`src/rtl/synth_i2c_pkg.sv`:
```
// Shared constants and types for the synthesizer register interface.
// Assumes the fixed part of the device address never changes at run time.
package synth_i2c_pkg;
    localparam int N_W    = 15;
    localparam int PORT_W = 8;
    localparam int ADC_W  = 3;
    localparam int CTL_W  = 7;
    localparam logic [4:0] ADDR_HI = 5'b11000;

    typedef enum logic [2:0] {
        BUS_IDLE, BUS_ADDR, BUS_AACK, BUS_WR, BUS_WACK, BUS_RD, BUS_RACK, BUS_SKIP
    } bus_st_e;

    typedef enum logic [2:0] {
        SEQ_FIRST, SEQ_DB2, SEQ_CB, SEQ_PB, SEQ_DONE
    } seq_e;

    typedef struct packed {
        logic       cp;
        logic [2:0] test;
        logic [1:0] rs;
        logic       os;
    } ctl_t;

    localparam ctl_t CTL_RST = '{cp: 1'b0, test: 3'b001, rs: 2'b00, os: 1'b0};
endpackage

```
`src/rtl/i2c_line_sync.sv`:
```
// Synchronizes SCL and SDA to the system clock and derives edge and
// START/STOP events from the synchronized levels.
// Assumes the bus idles high and SCL is slow against clk.
module i2c_line_sync #(
    parameter int STAGES = 2
) (
    input  logic clk,
    input  logic rst_n,
    input  logic scl_i,
    input  logic sda_i,
    output logic sda_s,
    output logic scl_rise,
    output logic scl_fall,
    output logic bus_start,
    output logic bus_stop
);
    localparam int PW = STAGES + 1;

    logic [PW-1:0] scl_pipe;
    logic [PW-1:0] sda_pipe;
    logic scl_now, scl_prev, sda_now, sda_prev;

    // Shift both lines through the synchronizer plus one history stage.
    always_ff @(posedge clk) begin
        if (!rst_n) begin
            scl_pipe <= '1;
            sda_pipe <= '1;
        end else begin
            scl_pipe <= {scl_pipe[PW-2:0], scl_i};
            sda_pipe <= {sda_pipe[PW-2:0], sda_i};
        end
    end

    // Pick the synchronized level and its previous value.
    always_comb begin
        scl_now  = scl_pipe[STAGES-1];
        scl_prev = scl_pipe[STAGES];
        sda_now  = sda_pipe[STAGES-1];
        sda_prev = sda_pipe[STAGES];
    end

    // Decode events: SDA moving while SCL stays high marks START/STOP.
    always_comb begin
        sda_s     = sda_now;
        scl_rise  = scl_now & ~scl_prev;
        scl_fall  = ~scl_now & scl_prev;
        bus_start = scl_now & scl_prev & sda_prev & ~sda_now;
        bus_stop  = scl_now & scl_prev & ~sda_prev & sda_now;
    end
endmodule

```
`src/rtl/i2c_byte_engine.sv`:
```
// Bit-level slave engine: matches the address, receives write bytes,
// acknowledges, and shifts out the status byte on reads.
// Assumes synchronized inputs; changes SDA drive only after SCL falls.
module i2c_byte_engine
    import synth_i2c_pkg::*;
(
    input  logic       clk,
    input  logic       rst_n,
    input  logic       sda_s,
    input  logic       scl_rise,
    input  logic       scl_fall,
    input  logic       bus_start,
    input  logic       bus_stop,
    input  logic [1:0] strap,
    input  logic [7:0] status,
    output logic       sda_oe,
    output logic       wr_valid,
    output logic [7:0] wr_byte
);
    localparam logic [3:0] LAST_BIT = 4'd7;
    localparam logic [3:0] ACK_BIT  = 4'd8;

    bus_st_e    st;
    logic [3:0] cnt;
    logic [6:0] sh;
    logic [6:0] tx;
    logic       hit;
    logic       rw;
    logic       mack;

    // Main transfer state machine, advanced by bus events.
    always_ff @(posedge clk) begin
        if (!rst_n) begin
            st <= BUS_IDLE; cnt <= '0; sh <= '0; tx <= '0;
            sda_oe <= 1'b0; hit <= 1'b0; rw <= 1'b0; mack <= 1'b0;
        end else if (bus_start) begin
            st <= BUS_ADDR; cnt <= '0; sda_oe <= 1'b0;
        end else if (bus_stop) begin
            st <= BUS_IDLE; cnt <= '0; sda_oe <= 1'b0;
        end else begin
            unique case (st)
                BUS_ADDR: begin
                    if (scl_rise) begin
                        sh  <= {sh[5:0], sda_s};
                        cnt <= cnt + 4'd1;
                        if (cnt == LAST_BIT) begin
                            hit <= (sh == {ADDR_HI, strap});
                            rw  <= sda_s;
                        end
                    end else if (scl_fall && cnt == ACK_BIT) begin
                        cnt <= '0;
                        if (hit) begin
                            sda_oe <= 1'b1; st <= BUS_AACK;
                        end else begin
                            st <= BUS_SKIP;
                        end
                    end
                end
                BUS_AACK: begin
                    if (scl_fall) begin
                        cnt <= '0;
                        if (rw) begin
                            tx <= status[6:0]; sda_oe <= ~status[7]; st <= BUS_RD;
                        end else begin
                            sda_oe <= 1'b0; st <= BUS_WR;
                        end
                    end
                end
                BUS_WR: begin
                    if (scl_rise) begin
                        sh  <= {sh[5:0], sda_s};
                        cnt <= cnt + 4'd1;
                    end else if (scl_fall && cnt == ACK_BIT) begin
                        cnt <= '0; sda_oe <= 1'b1; st <= BUS_WACK;
                    end
                end
                BUS_WACK: begin
                    if (scl_fall) begin
                        sda_oe <= 1'b0; st <= BUS_WR;
                    end
                end
                BUS_RD: begin
                    if (scl_rise) begin
                        cnt <= cnt + 4'd1;
                    end else if (scl_fall) begin
                        if (cnt == ACK_BIT) begin
                            cnt <= '0; sda_oe <= 1'b0; st <= BUS_RACK;
                        end else begin
                            sda_oe <= ~tx[6]; tx <= {tx[5:0], 1'b0};
                        end
                    end
                end
                BUS_RACK: begin
                    if (scl_rise) begin
                        mack <= ~sda_s;
                    end else if (scl_fall) begin
                        if (mack) begin
                            tx <= status[6:0]; sda_oe <= ~status[7]; st <= BUS_RD;
                        end else begin
                            st <= BUS_SKIP;
                        end
                    end
                end
                default: ;
            endcase
        end
    end

    // Flag a complete write byte on the rising edge of its 8th clock.
    always_comb begin
        wr_byte  = {sh, sda_s};
        wr_valid = (st == BUS_WR) && scl_rise && (cnt == LAST_BIT)
                   && !bus_start && !bus_stop;
    end
endmodule

```
`src/rtl/synth_reg_bank.sv`:
```
// Byte-sequence decoder and the divider, control and port registers.
// Assumes one wr_valid pulse per complete byte and seq_clr on START/STOP.
module synth_reg_bank
    import synth_i2c_pkg::*;
(
    input  logic              clk,
    input  logic              rst_n,
    input  logic              seq_clr,
    input  logic              wr_valid,
    input  logic [7:0]        wr_byte,
    output logic [N_W-1:0]    div_n,
    output ctl_t              ctl_q,
    output logic [PORT_W-1:0] port_q
);
    localparam int HI_W = N_W - 8;

    seq_e            seq;
    logic [HI_W-1:0] n_hi;

    // Walk the burst order and commit each register on its closing byte.
    always_ff @(posedge clk) begin
        if (!rst_n) begin
            seq <= SEQ_FIRST; n_hi <= '0;
            div_n <= '0; ctl_q <= CTL_RST; port_q <= '0;
        end else if (seq_clr) begin
            seq <= SEQ_FIRST;
        end else if (wr_valid) begin
            unique case (seq)
                SEQ_FIRST: begin
                    if (!wr_byte[7]) begin
                        n_hi <= wr_byte[HI_W-1:0]; seq <= SEQ_DB2;
                    end else begin
                        ctl_q <= ctl_t'(wr_byte[CTL_W-1:0]); seq <= SEQ_PB;
                    end
                end
                SEQ_DB2: begin
                    div_n <= {n_hi, wr_byte}; seq <= SEQ_CB;
                end
                SEQ_CB: begin
                    ctl_q <= ctl_t'(wr_byte[CTL_W-1:0]); seq <= SEQ_PB;
                end
                SEQ_PB: begin
                    port_q <= wr_byte[PORT_W-1:0]; seq <= SEQ_DONE;
                end
                default: ;
            endcase
        end
    end
endmodule

```
`src/rtl/synth_i2c_regs.sv`:
```
// Top of the synthesizer register interface: line sync, byte engine and
// register bank. Assumes the external pin drives SDA low when sda_oe is 1.
module synth_i2c_regs
    import synth_i2c_pkg::*;
(
    input  logic              clk,
    input  logic              rst_n,
    input  logic              scl_i,
    input  logic              sda_i,
    output logic              sda_oe,
    input  logic [1:0]        strap_i,
    input  logic              lock_i,
    input  logic [ADC_W-1:0]  adc_i,
    output logic [N_W-1:0]    div_n,
    output logic              cp_hi,
    output logic [2:0]        test_bits,
    output logic [1:0]        ref_sel,
    output logic              tune_off,
    output logic [PORT_W-1:0] port_o
);
    logic       sda_s, scl_rise, scl_fall, bus_start, bus_stop;
    logic       wr_valid;
    logic [7:0] wr_byte;
    logic [7:0] status;
    ctl_t       ctl_q;

    // Assemble the status byte: lock flag in bit 6, converter code low.
    always_comb begin
        status = '0;
        status[6] = lock_i;
        status[ADC_W-1:0] = adc_i;
    end

    // Fan the control word out to its field ports.
    always_comb begin
        cp_hi     = ctl_q.cp;
        test_bits = ctl_q.test;
        ref_sel   = ctl_q.rs;
        tune_off  = ctl_q.os;
    end

    i2c_line_sync #(.STAGES(2)) u_sync (
        .clk(clk), .rst_n(rst_n), .scl_i(scl_i), .sda_i(sda_i),
        .sda_s(sda_s), .scl_rise(scl_rise), .scl_fall(scl_fall),
        .bus_start(bus_start), .bus_stop(bus_stop)
    );

    i2c_byte_engine u_eng (
        .clk(clk), .rst_n(rst_n), .sda_s(sda_s), .scl_rise(scl_rise),
        .scl_fall(scl_fall), .bus_start(bus_start), .bus_stop(bus_stop),
        .strap(strap_i), .status(status), .sda_oe(sda_oe),
        .wr_valid(wr_valid), .wr_byte(wr_byte)
    );

    synth_reg_bank u_bank (
        .clk(clk), .rst_n(rst_n), .seq_clr(bus_start | bus_stop),
        .wr_valid(wr_valid), .wr_byte(wr_byte), .div_n(div_n),
        .ctl_q(ctl_q), .port_q(port_o)
    );
endmodule

```
`config.mk`:
```
export PLATFORM = sky130hd
export DESIGN_NAME = synth_i2c_regs
export DESIGN_NICKNAME = d
export VERILOG_FILES = /design/src/rtl/synth_i2c_pkg.sv /design/src/rtl/i2c_line_sync.sv /design/src/rtl/i2c_byte_engine.sv /design/src/rtl/synth_reg_bank.sv /design/src/rtl/synth_i2c_regs.sv
export SDC_FILE = /design/constraint.sdc
export NUM_CORES = 1
export LEC_CHECK = 0
export ABC_AREA = 1
export BUFFER_PORTS_ARGS = -buffer_cell sky130_fd_sc_hd__buf_2
export CAP_MARGIN = 20
export CORE_ASPECT_RATIO = 2
export CORE_MARGIN = 4
export CORE_UTILIZATION = 52
export CTS_CLUSTER_SIZE = 16
export DETAILED_ROUTE_END_ITERATION = 16
export PLACE_DENSITY = 0.75
export SKIP_LAST_GASP = 1
export SLEW_MARGIN = 10
export SYNTH_ARGS = -nofsm -noshare
export SYNTH_HDL_FRONTEND = slang
export SYNTH_HIERARCHICAL = 1
export SYNTH_SLANG_ARGS = --single-unit
```
`constraint.sdc`:
```
create_clock -name clk -period 1.85 [get_ports clk]
set_input_delay 0.0925 -clock clk [delete_from_list [all_inputs] [get_ports clk]]
set_output_delay 0.0925 -clock clk [all_outputs]
set_load 0.005 [all_outputs]
```
# == After elaboration in Yosys (flattened, before gate mapping) ==
# Index checks and enable logic that the tools add are counted.
# op_classes
n_addsub,1
n_eq_ne,42
muxes,52
bitwise,18
reduce_logical,30
# ops
operator,n
two-way mux 7 bit,9
two-way mux 3 bit,13
"!= test 4 x 3 -> 1 bit, second input constant",7
two-way mux 4 bit,6
AND reduction 12 bit,2
case mux 7 bit (3 select lines),1
"!= test 2 x 1 -> 1 bit, second input constant",10
case mux 3 bit (6 select lines),1
two-way mux 1 bit,16
"!= test 4 bit, second input constant",4
AND reduction 4 bit,4
case mux 7 bit (2 select lines),1
AND reduction 13 bit,1
"== test 3 x 2 -> 1 bit, second input constant",4
"!= test 2 bit, second input constant",6
case mux 3 bit (4 select lines),1
case mux 4 bit (3 select lines),1
AND reduction 11 bit,1
NOT 1 bit,10
AND reduction 5 bit,2
"== test 3 bit, second input constant",3
"!= test 3 x 1 -> 1 bit, second input constant",3
nonzero test 8 bit,1
bitwise AND 1 bit,7
19 further kinds,29
# word_totals
register_bits,71
in_bits,10
out_inout_bits,31

# == Logic depth before layout (Yosys ltp) ==
# logic_depth
ltp_word,8
ltp_mapped,14
depth_no_buf,12

# == Modules after synthesis ==
# The synthesis kept the hierarchy.
# modules_own_cells
module,n_inst,cells_per_inst,area_per_inst_um2,seq_area_each_um2
synth_reg_bank,1,253,1717.9,800.8
i2c_byte_engine,1,247,1629.1,500.5
i2c_line_sync,1,27,198.9,120.1
synth_i2c_regs,1,4,15.0,0.0

# == Worst setup path before layout ==
# No wires, ideal clock.
# synth_path
kind,reg-to-reg
start,register u_sync.scl_pipe[1]
end,register u_bank.div_n[0]
setup_time_ps,64
arrival_ps,1744
setup_slack_ps,42
path_stages_with_launch,15
n_path_buf,2
period_less_slack_ps,1808
cell_sequence,dfxtp_1 inv_1 nor2_1 buf_2 inv_1 nor3_1 nand2_1 nor2_1 inv_2 nor2_4 nand2_2 nor2_4 buf_6 nor2_1 nor2_1
# synth_via
elab_cells_between_ends,15
classes_between,bitwise: 8; reduce/logical: 7
# synth_rtl
element,line_no,source
from (decl),i2c_line_sync.sv:19,logic [PW-1:0] scl_pipe;
from (signal assigned),i2c_line_sync.sv:29,"scl_pipe <= {scl_pipe[PW-2:0], scl_i};"
bitwise AND 1 bit,i2c_line_sync.sv:45,scl_rise = scl_now & ~scl_prev;
via scl_rise,synth_i2c_regs.sv:21,"logic sda_s, scl_rise, scl_fall, bus_start, bus_stop;"
logical AND 1 bit (2 in series),i2c_byte_engine.sv:112,wr_valid = (st == BUS_WR) && scl_rise && (cnt == LAST_BIT)
logical AND 1 bit (2 in series),i2c_byte_engine.sv:113,&& !bus_start && !bus_stop;
via wr_valid,synth_i2c_regs.sv:22,logic wr_valid;
AND reduction 3 bit (no source line),n/a,
to (signal assigned),synth_reg_bank.sv:24,div_n <= '0; ctl_q <= CTL_RST; port_q <= '0;
to (signal assigned),synth_reg_bank.sv:37,"div_n <= {n_hi, wr_byte}; seq <= SEQ_CB;"
to (decl),synth_reg_bank.sv:11,"output logic [N_W-1:0] div_n,"
# The timed path passes the listed nets, and every way through them passes these cells.
# A chain may end at the register's enable or synchronous reset.

# == Final worst setup path ==
# layout_path
start,register u_eng.cnt[0]
end,register u_bank.div_n[7]
# layout_via
elab_chain_len,5
# layout_lines
element,line_no,source
from (decl),i2c_byte_engine.sv:24,logic [3:0] cnt;
from (signal assigned),i2c_byte_engine.sv:45,cnt <= cnt + 4'd1;
from (signal assigned),i2c_byte_engine.sv:72,cnt <= cnt + 4'd1;
from (signal assigned),i2c_byte_engine.sv:84,cnt <= cnt + 4'd1;
== test 4 x 3 -> 1 bit,i2c_byte_engine.sv:112,
logical AND 1 bit,i2c_byte_engine.sv:112,
logical AND 1 bit (2 in series),i2c_byte_engine.sv:113,
via wr_valid,synth_i2c_regs.sv:22,
AND reduction 3 bit (no source line),n/a,
# The timed path passes the listed nets, and every way through them passes these cells.

==> flow_summary.json <==
{
  "fp.coreArea_mm2": 0.00662,
  "ys_seq_area_share_pct": 39.9,
  "grt.total_usage_pct": 23.0,
  "worstPathMaxFanout": 7,
  "hold_path_class": "primary input to flip-flop",
  "drc_errors": 0,
  "rows": 42,
  "dp_slack_ns": -0.0105,
  "yosysTopAreaCell": "dfxtp_1",
  "cts.sinks": 71,
  "syn_area_per_cell_um2": 6.71,
  "yosys-top-cells-count": "nand2_1 (129), nor2_1 (107), dfxtp_1 (71)",
  "ir_drop_mv": 0.696,
  "synth_top_flop_cell": "dfxtp_1",
  "tns_ns": 0,
  "arrival_ns": 2.09,
  "power_density_mw_per_mm2": 1010,
  "setup_viol": 0,
  "antenna_found_initial": 0,
  "drive_above_1_share_pct": 24.0,
  "status": "finished clean",
  "insertion_delay_ns": 0.33,
  "cts-root-buf": "clkbuf_16",
  "async_reset_ff_share_pct": 0,
  "final_nets": 608,
  "synth_top_area_share_pct": 39.9,
  "hold_depth": 2,
  "gp_congestion": 0.995,
  "path_class": "flip-flop to flip-flop",
  "r2r_cells": 12,
  "cp_top_family": "simple AND/OR/NAND/NOR gates",
  "leakagePower_nw": 2.17,
  "drtIter0Drc": 188,
  "cts_buffers": 9,
  "critPathRequiredTime_ns": 2.11,
  "cts_tree": "done",
  "worst_slew_pin_slew_ns": 0.529,
  "critPathMaxStageDelay_ns": 0.36,
  "die_x_um": 66.5,
  "critPathSlowestCell": "dfxtp_4",
  "routed-via-count": 3494,
  "clockBufferDepth": 2,
  "met1_usage_pct": 21.0,
  "fp.dieH_um": 125,
  "syn2layout_area_growth_pct": 24.0,
  "initial_core_util_pct": 53.8,
  "hold_viol": 0,
  "timing.final.crit_share_pct": 98.5,
  "p_total_w": 0.00448,
  "totalWireLength_mm": 9.20,
  "detail_route.wl_per_cell_um": 13.4,
  "worstReg2RegStart": "u_eng/cnt[0]$_SDFFE_PP0P_",
  "num_antenna_cells": 0,
  "setup_ws_ns": 0.0271,
  "cts_htree_levels": 3,
  "first_pass_iters": 5,
  "drv_slew": 0,
  "slew_headroom_pct": 64.7,
  "grt_use_met2_pct": 42.7,
  "cp_num_cells": 12,
  "fin_util_pct": 66.7,
  "io_pins": 41,
  "clock_skew_ns": 0.00505,
  "overflow": 0,
  "postSynthCellCount": 531,
  "netlist_top_cells_area": "dfxtp_1 (40%), nand2_1 (14%), nor2_1 (11%)",
  "grt_max_degree": 41,
  "critical_path_buf_inv_count": 2,
  "worstHoldStart": "rst_n",
  "critPathLaunch": "u_eng/cnt[0]$_SDFFE_PP0P_",
  "syn-cell-area_mm2": 0.00356,
  "fmax_mhz": 549,
  "ys_ff_latch": 71,
  "synth_cell_types": 35,
  "synth_most_common_cell": "nand2_1",
  "viasPerCell": 5.07,
  "port_buffers": 40,
  "grt_pass1_vias": 3446,
  "cp-start-kind": "flip-flop",
  "grt_most_used_layer": "met2",
  "yosysWarnings": 6,
  "die-area_mm2": 0.00832,
  "grt_pass1_wl_mm": 15.0,
  "hold_ws_ns": 0.0811,
  "cp_cell_sequence": "ha_4 > nand2_2 > nor3_2 > nand2_1 > nor2_2 > inv_2 > nor2_4 > nand2_2 > nor2_4 > clkbuf_16 > nor2_1 > nor2_1",
  "synth_edf_count": 0,
  "end_kind": "flip-flop",
  "rsz0062_at_grt": "yes",
  "maxCapViolations": 0,
  "use_met3_pct": 5.21,
  "clk_pin_slew_ns": 0.06,
  "finalCriticalPeriod_ns": 1.82,
  "postRouteAntennaNets": 0,
  "dpl.hpwl_mm": 6.70
}
## cell usage in the layout (no fill, tap or decap), types with 4 or more instances in the layout
master,synthesis,final
nand2_1,129,128
nor2_1,107,99
dfxtp_1,71,67
inv_1,57,56
buf_2,8,40
nand3_1,39,39
nor2_2,18,25
buf_4,3,23
a21oi_1,22,22
o21ai_0,18,18
clkbuf_16,0,10
nand3b_1,7,7
inv_2,5,6
nor2_4,5,6
nand2_2,4,5
nand3_4,2,4
conb_1,1,4
nor3_1,5,4
## where the power goes
| part | switching (W) | internal (W) |
|---|---|---|
| logic | 0.000636 | 0.000413 |
| registers | 0.0000847 | 0.00163 |
| clock network | 0.000667 | 0.00104 |
## layout make-up
class | instances | area, µm²
repair buffers | 70 | 489
flip-flops and latches | 71 | 1430
inverters | 65 | 256
clock buffers | 9 | 225
multi-input cells | 379 | 1830
fillers | 610 | 2200
clock inverters | 7 | 72.6
well taps | 88 | 110
## stage by stage
step / cell area (µm²) / cells
after global routing: 4420 / 689
after CTS: 4310 / 687
after detailed placement: 3970 / 668
after floorplan: 3570 / 534
after global placement: 3970 / 668
final: 4420 / 689
## path summary, 6_finish.rpt
path	slack (ns)	to
worst max-delay path	0.03	u_bank/div_n[7]$_SDFFE_PN0P_
worst min-delay path	0.08	u_sync/scl_pipe[1]$_SDFF_PN1_
worst max register to register	0.03	u_bank/div_n[7]$_SDFFE_PN0P_
worst min register to register	0.42	u_sync/scl_pipe[1]$_SDFF_PN1_
## state kept, by name, summed over array words and instances, names as in the netlist, 4 cells and up
| signal | cells |
|---|---|
| u_bank/ctl_q | 7 |
| u_bank/div_n | 15 |
| u_bank/n_hi | 7 |
| u_bank/port_q | 8 |
| u_eng/cnt | 4 |
| u_eng/sh | 7 |
| u_eng/tx | 7 |
## worst register-to-register path: stages, from the launching register on
cell and delay (ns):
dfxtp_4 0.36, ha_4 0.13, nand2_2 0.06, nor3_2 0.15, nand2_1 0.09, nor2_2 0.15, inv_2 0.09, nor2_4 0.19
nand2_2 0.09, nor2_4 0.15, clkbuf_16 0.17, nor2_1 0.04, nor2_1 0.08
## routing by layer
metal  part of all wire, %  vias to the layer above
li1                      -                     1763
met1                    34                     1576
met2                    56                      109
met3                   4.2                       46
met4                   5.9                        0
met5                     0                        -
## cell families (layout without fill, tap and decap cells)
kind of cell	count (synthesis)	after routing	synth area share [%]
simple gates	328	328	41.7
fa+ha+maj	2	2	0.703
flops	71	71	39.9
xor+xnor	1	1	0.246
compound gates	44	44	6.68
other cells	1	4	0.105
buf+inv	84	151	10.6
## what timing repair did
| action | CTS | global route |
|---|---|---|
| buffers inserted | 1 | 2 |
| setup endpoints to repair | 29 | 42 |
| pin swaps | 1 | 23 |
| gates cloned | 0 | 1 |
| gates resized for setup | 0 | 23 |
| hold buffers | 2 | 0 |
| endpoints found under the hold margin | 2 | 0 |
Note: power is estimated with default switching activity, not from simulation.
